===== src/rtl/shift_cfg_pkg.sv =====
package shift_cfg_pkg;
  localparam int ACC_W  = 5;
  localparam int NREG   = 4;
  localparam int IDX_W  = $clog2(NREG);
  localparam int CNT_W  = $clog2(ACC_W + 1);
  localparam logic [ACC_W-1:0] CMD_OR_MASK = 5'h0C;

  function automatic logic [ACC_W-1:0] power_value(input int idx);
    case (idx)
      0:       return 5'h0C;
      3:       return 5'h10;
      default: return 5'h00;
    endcase
  endfunction
endpackage


===== src/rtl/shift_cfg_rst_sync.sv =====
module shift_cfg_rst_sync (
  input  logic clk,
  input  logic rst_n,
  output logic rst_n_sync
);
  logic [1:0] stage_q;

  always_ff @(posedge clk or negedge rst_n) begin
    if (!rst_n) stage_q <= 2'b00;
    else        stage_q <= {stage_q[0], 1'b1};
  end

  assign rst_n_sync = stage_q[1];
endmodule


===== src/rtl/shift_cfg_filter.sv =====
module shift_cfg_filter #(
  parameter int CYC_W = 16
) (
  input  logic             clk,
  input  logic             rst_n,
  input  logic             wr_en,
  input  logic             addr_hi,
  input  logic [CYC_W-1:0] cyc_cnt,
  output logic             accept
);
  logic [CYC_W-1:0] last_q, last_d;
  logic             seen_q, seen_d;
  logic             decoded, far_enough;

  assign decoded    = wr_en && addr_hi;
  assign far_enough = (cyc_cnt != last_q) &&
                      (cyc_cnt != last_q + 1'b1) &&
                      (last_q != cyc_cnt + 1'b1);

  always_comb begin
    last_d = last_q;
    seen_d = seen_q;
    accept = 1'b0;
    if (decoded) begin
      accept = !seen_q || far_enough;
      last_d = cyc_cnt;
      seen_d = 1'b1;
    end
  end

  always_ff @(posedge clk or negedge rst_n) begin
    if (!rst_n) begin
      last_q <= '0;
      seen_q <= 1'b0;
    end else if (decoded) begin
      last_q <= last_d;
      seen_q <= seen_d;
    end
  end

  p_accept_decoded_r5: assert property (@(posedge clk) disable iff (!rst_n)
    accept |-> (wr_en && addr_hi));
  p_no_same_cycle_r4: assert property (@(posedge clk) disable iff (!rst_n)
    (accept && seen_q) |-> (cyc_cnt != last_q));
  p_last_tracks_r4: assert property (@(posedge clk) disable iff (!rst_n)
    (wr_en && addr_hi) |=> (last_q == $past(cyc_cnt)));
endmodule


===== src/rtl/shift_cfg_accum.sv =====
module shift_cfg_accum
  import shift_cfg_pkg::*;
(
  input  logic             clk,
  input  logic             rst_n,
  input  logic             accept,
  input  logic             bit_in,
  input  logic             cmd_bit,
  output logic             commit,
  output logic [ACC_W-1:0] commit_val,
  output logic             cmd
);
  logic [ACC_W-1:0] acc_q, acc_d, shifted;
  logic [CNT_W-1:0] cnt_q, cnt_d;

  assign shifted    = {bit_in, acc_q[ACC_W-1:1]};
  assign commit_val = shifted;

  always_comb begin
    acc_d  = acc_q;
    cnt_d  = cnt_q;
    commit = 1'b0;
    cmd    = 1'b0;
    if (accept) begin
      if (cmd_bit) begin
        cmd   = 1'b1;
        acc_d = '0;
        cnt_d = '0;
      end else if (cnt_q == CNT_W'(ACC_W - 1)) begin
        commit = 1'b1;
        acc_d  = '0;
        cnt_d  = '0;
      end else begin
        acc_d = shifted;
        cnt_d = cnt_q + 1'b1;
      end
    end
  end

  always_ff @(posedge clk or negedge rst_n) begin
    if (!rst_n) begin
      acc_q <= '0;
      cnt_q <= '0;
    end else if (accept) begin
      acc_q <= acc_d;
      cnt_q <= cnt_d;
    end
  end

  p_cnt_range_r2: assert property (@(posedge clk) disable iff (!rst_n)
    cnt_q < CNT_W'(ACC_W));
  p_clear_after_commit_r2: assert property (@(posedge clk) disable iff (!rst_n)
    (commit || cmd) |=> (cnt_q == '0 && acc_q == '0));
  p_one_action_r3: assert property (@(posedge clk) disable iff (!rst_n)
    !(commit && cmd));
endmodule


===== src/rtl/shift_cfg_bank.sv =====
module shift_cfg_bank
  import shift_cfg_pkg::*;
(
  input  logic                       clk,
  input  logic                       rst_n,
  input  logic                       commit,
  input  logic [IDX_W-1:0]           sel,
  input  logic [ACC_W-1:0]           commit_val,
  input  logic                       cmd,
  output logic [NREG-1:0][ACC_W-1:0] regs,
  output logic                       pulse,
  output logic [IDX_W-1:0]           pulse_idx
);
  logic [IDX_W-1:0] idx_d;

  for (genvar i = 0; i < NREG; i++) begin : g_reg
    logic [ACC_W-1:0] nxt;
    logic             en;
    always_comb begin
      nxt = regs[i];
      en  = 1'b0;
      if (commit && sel == IDX_W'(i)) begin
        nxt = commit_val;
        en  = 1'b1;
      end else if (cmd && i == 0) begin
        nxt = regs[i] | CMD_OR_MASK;
        en  = 1'b1;
      end
    end
    always_ff @(posedge clk or negedge rst_n) begin
      if (!rst_n)  regs[i] <= power_value(i);
      else if (en) regs[i] <= nxt;
    end
  end

  assign idx_d = cmd ? '0 : sel;

  always_ff @(posedge clk or negedge rst_n) begin
    if (!rst_n) begin
      pulse     <= 1'b0;
      pulse_idx <= '0;
    end else begin
      pulse <= commit || cmd;
      if (commit || cmd) pulse_idx <= idx_d;
    end
  end

  p_stable_r8: assert property (@(posedge clk) disable iff (!rst_n)
    !(commit || cmd) |=> $stable(regs));
  p_cmd_sets_r3: assert property (@(posedge clk) disable iff (!rst_n)
    cmd |=> (regs[0][3:2] == 2'b11 && regs[0][4] == $past(regs[0][4])
             && regs[0][1:0] == $past(regs[0][1:0])));
  p_pulse_follows_r6: assert property (@(posedge clk) disable iff (!rst_n)
    (commit || cmd) |=> pulse);
endmodule


===== src/rtl/shift_cfg_regs.sv =====
module shift_cfg_regs
  import shift_cfg_pkg::*;
#(
  parameter int CYC_W = 16
) (
  input  logic             clk,
  input  logic             rst_n,
  input  logic             wr_en,
  input  logic [15:0]      wr_addr,
  input  logic [7:0]       wr_data,
  input  logic [CYC_W-1:0] cyc_cnt,
  output logic [ACC_W-1:0] cfg0,
  output logic [ACC_W-1:0] cfg1,
  output logic [ACC_W-1:0] cfg2,
  output logic [ACC_W-1:0] cfg3,
  output logic             commit_pulse,
  output logic [IDX_W-1:0] commit_idx
);
  logic                       rst_n_sync, accept, commit, cmd;
  logic [ACC_W-1:0]           commit_val;
  logic [NREG-1:0][ACC_W-1:0] regs;
  logic                       unused_bits;

  assign unused_bits = ^{wr_addr[12:0], wr_data[6:1]};

  shift_cfg_rst_sync u_rst (
    .clk(clk), .rst_n(rst_n), .rst_n_sync(rst_n_sync));

  shift_cfg_filter #(.CYC_W(CYC_W)) u_filter (
    .clk(clk), .rst_n(rst_n_sync), .wr_en(wr_en), .addr_hi(wr_addr[15]),
    .cyc_cnt(cyc_cnt), .accept(accept));

  shift_cfg_accum u_accum (
    .clk(clk), .rst_n(rst_n_sync), .accept(accept), .bit_in(wr_data[0]),
    .cmd_bit(wr_data[7]), .commit(commit), .commit_val(commit_val), .cmd(cmd));

  shift_cfg_bank u_bank (
    .clk(clk), .rst_n(rst_n_sync), .commit(commit), .sel(wr_addr[14:13]),
    .commit_val(commit_val), .cmd(cmd), .regs(regs), .pulse(commit_pulse),
    .pulse_idx(commit_idx));

  assign cfg0 = regs[0];
  assign cfg1 = regs[1];
  assign cfg2 = regs[2];
  assign cfg3 = regs[3];
endmodule


===== config.mk =====
export PLATFORM = sky130hd
export DESIGN_NAME = shift_cfg_regs
export DESIGN_NICKNAME = d
export VERILOG_FILES = /design/src/rtl/shift_cfg_pkg.sv /design/src/rtl/shift_cfg_rst_sync.sv /design/src/rtl/shift_cfg_filter.sv /design/src/rtl/shift_cfg_accum.sv /design/src/rtl/shift_cfg_bank.sv /design/src/rtl/shift_cfg_regs.sv
export SDC_FILE = /design/constraint.sdc
export NUM_CORES = 1
export LEC_CHECK = 0
export ABC_CLOCK_PERIOD_IN_PS = 1520
export BUFFER_PORTS_ARGS = -buffer_cell sky130_fd_sc_hd__buf_2
export CAP_MARGIN = 20
export CORE_ASPECT_RATIO = 2
export CORE_MARGIN = 5
export CORE_UTILIZATION = 50
export DETAILED_ROUTE_END_ITERATION = 12
export GPL_TIMING_DRIVEN = 0
export PLACE_DENSITY = 0.88
export SLEW_MARGIN = 0
export SYNTH_ARGS = -nofsm -noshare
export SYNTH_HDL_FRONTEND = slang
export SYNTH_HIERARCHICAL = 1
export SYNTH_SLANG_ARGS = --single-unit

===== constraint.sdc =====
create_clock -name clk -period 1.52 [get_ports clk]
set_input_delay 0.304 -clock clk [delete_from_list [all_inputs] [get_ports clk]]
set_output_delay 0.304 -clock clk [all_outputs]
set_load 0.01 [all_outputs]

# Word-level counts from Yosys, hierarchy flattened
# Cells that the tools add are included.
# classes
addsub	3
mul	0
n_div	0
order_cmp	0
n_eq_ne	7
shifts	0
mux	18
bitwise	0
reduce_logical	17
# ops
operator	n
$ne 16x16->1	3
$add 16x1->16 const B	2
$mux 5	3
$mux 1	11
$reduce_and 2->1	5
$logic_and 1x1->1	7
$mux 3	2
$eq 2x2->1 const B	2
$mux 4	1
$add 3x1->3 const B	1
$eq 3x3->1 const B	1
$eq 2x1->1 const B	1
$logic_not 2->1	1
$logic_or 1x1->1	2
$mux 2	1
$reduce_bool 2->1	1
$logic_not 1->1	1
# word_totals
regBits	50
latchBits	0
ramBits	0
mem_bits_ro	0
inputBits	43
output_inout_bits	23
word_cells	57
memories	0

# Longest topological paths before layout
# logic_depth
ltp_word	10
depth_mapped	14
depth_no_buf	11

# By module
# Netlist, hierarchy kept.
# by_module_without_submodules
module	n_inst	cells_each	area_each_um2	seq_area_each_um2
shift_cfg_filter	1	221	1850.5	425.4
shift_cfg_bank	1	57	900.9	579.3
shift_cfg_accum	1	37	361.6	175.2
shift_cfg_rst_sync	1	3	53.8	50.0

# Worst setup path after synthesis
# No wires, ideal clock.
# synth_timing
path_kind	reg-to-reg
from	register u_filter.last_q[1]
to	register u_bank/regs[0] in the netlist's numbering
setup_ns	0.125
arrival_ns	3.006
required_ns	1.395
slack_ns	-1.611
stages_incl_launch_ff	13
n_path_buf	1
synth_period_minus_slack_ns	3.131
path_cell_list	dfrtp_1 > ha_1 > nand2_1 > nor3_1 > mux2i_1 > mux2i_1 > mux2i_1 > o31ai_1 > a31oi_1 > and4b_2 > buf_6 > nor3b_4 > mux2_2
# synth_via
elab_chain_cells	10
# synth_lines
element	line	rtl
from (decl)	shift_cfg_filter.sv:11	logic [CYC_W-1:0] last_q, last_d;
from (signal assigned)	shift_cfg_filter.sv:36	last_q <= last_d;
$add 16x1->16	shift_cfg_filter.sv:17	(cyc_cnt != last_q + 1'b1) &&
$ne 16x16->1	shift_cfg_filter.sv:17	
$logic_and 1x1->1	shift_cfg_filter.sv:16	assign far_enough = (cyc_cnt != last_q) &&
$logic_and 1x1->1 (*)	shift_cfg_filter.sv:17	
$logic_or 1x1->1 (*)	shift_cfg_filter.sv:25	accept = !seen_q || far_enough;
$mux 1 (*)	shift_cfg_filter.sv:24	if (decoded) begin
net accept	shift_cfg_regs.sv:19	logic rst_n_sync, accept, commit, cmd;
$mux 1 (*)	shift_cfg_accum.sv:24	if (accept) begin
net commit	shift_cfg_regs.sv:19	
$logic_and 1x1->1 (*)	shift_cfg_bank.sv:22	if (commit && sel == IDX_W'(i)) begin
$mux 1	shift_cfg_bank.sv:22	
$reduce_and 2->1 (no source line)	n/a	
to (signal, indexed assignment)	shift_cfg_bank.sv:31	if (!rst_n) regs[i] <= power_value(i);
to (signal, indexed assignment)	shift_cfg_bank.sv:32	else if (en) regs[i] <= nxt;
to (decl)	shift_cfg_bank.sv:10	output logic [NREG-1:0][ACC_W-1:0] regs,
# Mark *: on every way through the listed nets, which the timed path passes. The rest lies on a longest branch. The select of a mux whose other input is x is not followed.
# A chain may end at the register's enable or synchronous reset.

# Worst setup path after layout
# layout_timing
from	register u_filter.last_q[4]
to	register u_bank/regs[0] in the netlist's numbering
# The elaborated chain is that of the path after synthesis.

==> flow_summary.yaml <==
final_layout:
  area_delta_synth_final_pct: 31.9
  fin_nets: 437
  antennaDiodeCount: 0
  instances_no_fill: 477
  drive_gt1_frac: 0.427
routing:
  initialDrtViolationCount: 210
  drc: 0
  ant_nets: 0
  vias: 2860
  wl_mm: 8.94
  first_pass_iters: 6
  wire_per_inst_um: 18.7
  vias_per_cell: 6.00
die:
  dieWidth_um: 66.3
  core_area_mm2: 0.00626
  die_h_um: 123
  start_util: 0.506
  die_area_mm2: 0.00812
  placementRows: 41
  pin_count: 66
critical_path:
  slowest_delay_ps: 440
  critPathLaunchType: "flop"
  crit_top_cell: "mux2i_1"
  arrival_ps: 3210
  reg2reg_slack_ps: -1510
  path_buf_inv: 1
  cp_top_family: "simple AND/OR/NAND/NOR gates"
  timing.critical_path.cells: "nand4_4 -> nor3_4 -> mux2i_1 -> mux2i_1 -> mux2i_1 -> o31ai_4 -> a31oi_4 -> and4b_2 -> nor3b_4 -> buf_6 -> mux2_4"
  critPathCaptureType: "flop"
  crit_slowest_cell: "dfrtp_2"
  setup.worst_path.class: "reg2reg"
  cp_max_fo: 5
  cp.required_ps: 1700
  r2r-start: "u_filter/last_q[4]"
  setup.worst_path.start: "u_filter/last_q[4]"
global_routing:
  grt_pass1_vias: 3002
  grt_util_all_layers: 0.235
  grt_pass1_wl_mm: 14.6
  antenna_found_initial: 0
  grt.overflow.total: 0
  grt_max_degree: 38
synthesis:
  synth_edf_count: 0
  yosysTopAreaCellShare: 0.363
  yosys_warnings: 6
  synth_nets: 365
  synthArstFlopShare: 1.00
  yosysTopAreaCell: "dfrtp_1"
  yosys.cell_types.count: 53
  synth_common_cells: "dfrtp_1 (46), mux2_2 (34), xnor2_1 (26)"
  syn_avg_cell_area_um2: 9.96
  synthCells: 318
  syn-cell-area_mm2: 0.00317
  yosys_register_bits: 49
  synthTopCellsByArea: "dfrtp_1 (36%), mux2_2 (12%), xnor2_1 (7.2%), xor2_1 (3.0%), nand2_1 (2.8%)"
  synth_flop_cell: "dfrtp_1"
  synth.most_common_cell: "dfrtp_1"
  ys_seq_area_frac: 0.388
placement:
  placed_cells: 447
  routabilityCongestion: 1.00
  io_buffers: 42
  hpwlAfterDp_mm: 6.36
sta:
  holdWs_ps: 137
  skew_ps: 5.09
  slew_headroom: 0.649
  drv_slew: 0
  finalCriticalPeriod_ps: 3030
  setup-tns-final_ps: -42150
  hold_viol: 0
  clock.fmax_mhz: 330
  tightestPinTransition_ps: 522
  setup_ws_ps: -1510
  rsz0062_at_grt: "true"
  min_period_over_period: 1.99
  setup_viol_count_final: 30
cts:
  clock_sinks: 49
  clkTransAtPathRegs_ps: 70
  clock_latency_ps: 290
  root_buffer: "clkbuf_16"
  htree_levels: 2
  clockBufferDepth: 2
  cts_tree: "built"
  numCtsBuffers: 5
job:
  maxCapViolCount: 0
outcome:
  violations: "setup timing"
  status: "finished, violations left"
pwr:
  power_density_mw_per_mm2: 956
  peakVddDrop_mv: 1.17
  power_mw: 3.99
  p_leak_nw: 1.82
worst_hold_path:
  hold_path.class: "reg2async"
==> worst reg2reg max path, cell delays in order, from the launching register on <==
cell     delay [ps]
dfrtp_2         440
nand4_4         210
nor3_4          260
mux2i_1         270
mux2i_1         150
mux2i_1         260
o31ai_4         120
a31oi_4         190
and4b_2         320
nor3b_4         240
buf_6           170
mux2_4          300
==> per-layer routing <==
metal	share of wire	up-vias	GRT usage
met5	0	-	0
li1	-	1283	-
met2	0.56	121	0.430
met3	0.049	33	0.0385
met4	0.057	0	0.158
met1	0.33	1423	0.231
==> cell type report <==
class / count / area, um^2
multi-input combinational: 238 / 2030
fill: 480 / 2080
timing repair buffer: 66 / 454
clock inverter: 3 / 26.3
tap: 86 / 108
sequential: 49 / 1240
buffer: 18 / 151
inverter: 12 / 45.0
clock buffer: 5 / 125
==> sequential cells by signal, indices dropped and copies added (netlist names) <==
name              cells
u_bank/regs          20
u_bank/pulse          1
u_accum/acc_q         4
u_rst/stage_q         2
u_filter/seen_q       1
u_accum/cnt_q         3
u_bank/pulse_idx      2
u_filter/last_q      16
==> power by group <==
part           total (mW)  internal, mW  switching, mW
sequential           1.59          1.45          0.139
combinational        1.29         0.602          0.692
clock                1.11         0.620          0.491
==> metrics by stage <==
stage / area, um^2 / util / setup slack, ps
floorplan: 3300 / - / -1330
global placement: 3610 / 0.577 / -1900
detailed placement: 3630 / 0.581 / -1970
CTS: 4070 / 0.650 / -1420
global route: 4180 / 0.667 / -1650
finish: 4180 / 0.667 / -1510
==> layout by cell type (no fill, tap or decap), types with 3 or more instances in the layout <==
master     instances
buf_2             46
dfrtp_1           40
mux2_2            23
nand2_1           22
xnor2_1           22
buf_4             18
nor2_1            16
o21ai_0           14
inv_1             12
buf_6             11
mux2_4            11
nand3_1           11
xor2_1            10
nand4_1           10
mux2i_1            7
nand2b_1           6
a21oi_1            6
dfrtp_2            6
clkbuf_16          5
o22ai_1            5
and3_1             5
a31oi_1            5
buf_12             4
nand3b_1           4
nor4_1             4
xnor2_2            4
dfstp_2            3
==> repair_timing <==
| item | 4_1_cts | 5_1_grt |
|---|---|---|
| pin swaps | 7 | 7 |
| endpoints found under the setup margin | 30 | 30 |
| endpoints found under the hold margin | 2 | 0 |
| hold buffers | 1 | 0 |
| resized for setup | 25 | 11 |
| setup buffers | 17 | 6 |
==> final timing paths <==
path	endpoint	cells past startpoint
worst max-delay path	u_bank/regs[0]	11
worst min-delay path	u_filter/last_q[3]	0
worst max register to register	u_bank/regs[0]	11
worst min register to register	u_filter/last_q[3]	0
max in group asynchronous	u_bank/regs[19]	1
min in group clk	u_accum/acc_q[4]	3
==> logic make-up after synthesis <==
| kind of cell | synth area share |
|---|---|
| DFF | 0.388 |
| AOI/OAI and AO/OA | 0.0960 |
| buffers and inverters | 0.0581 |
| adders and majority gates | 0.0158 |
| other | 0.00118 |
| xor gates and xnor gates | 0.102 |
| and+or+nand+nor | 0.195 |
| muxes | 0.143 |
No activity file was read; power rests on OpenSTA's default activity.
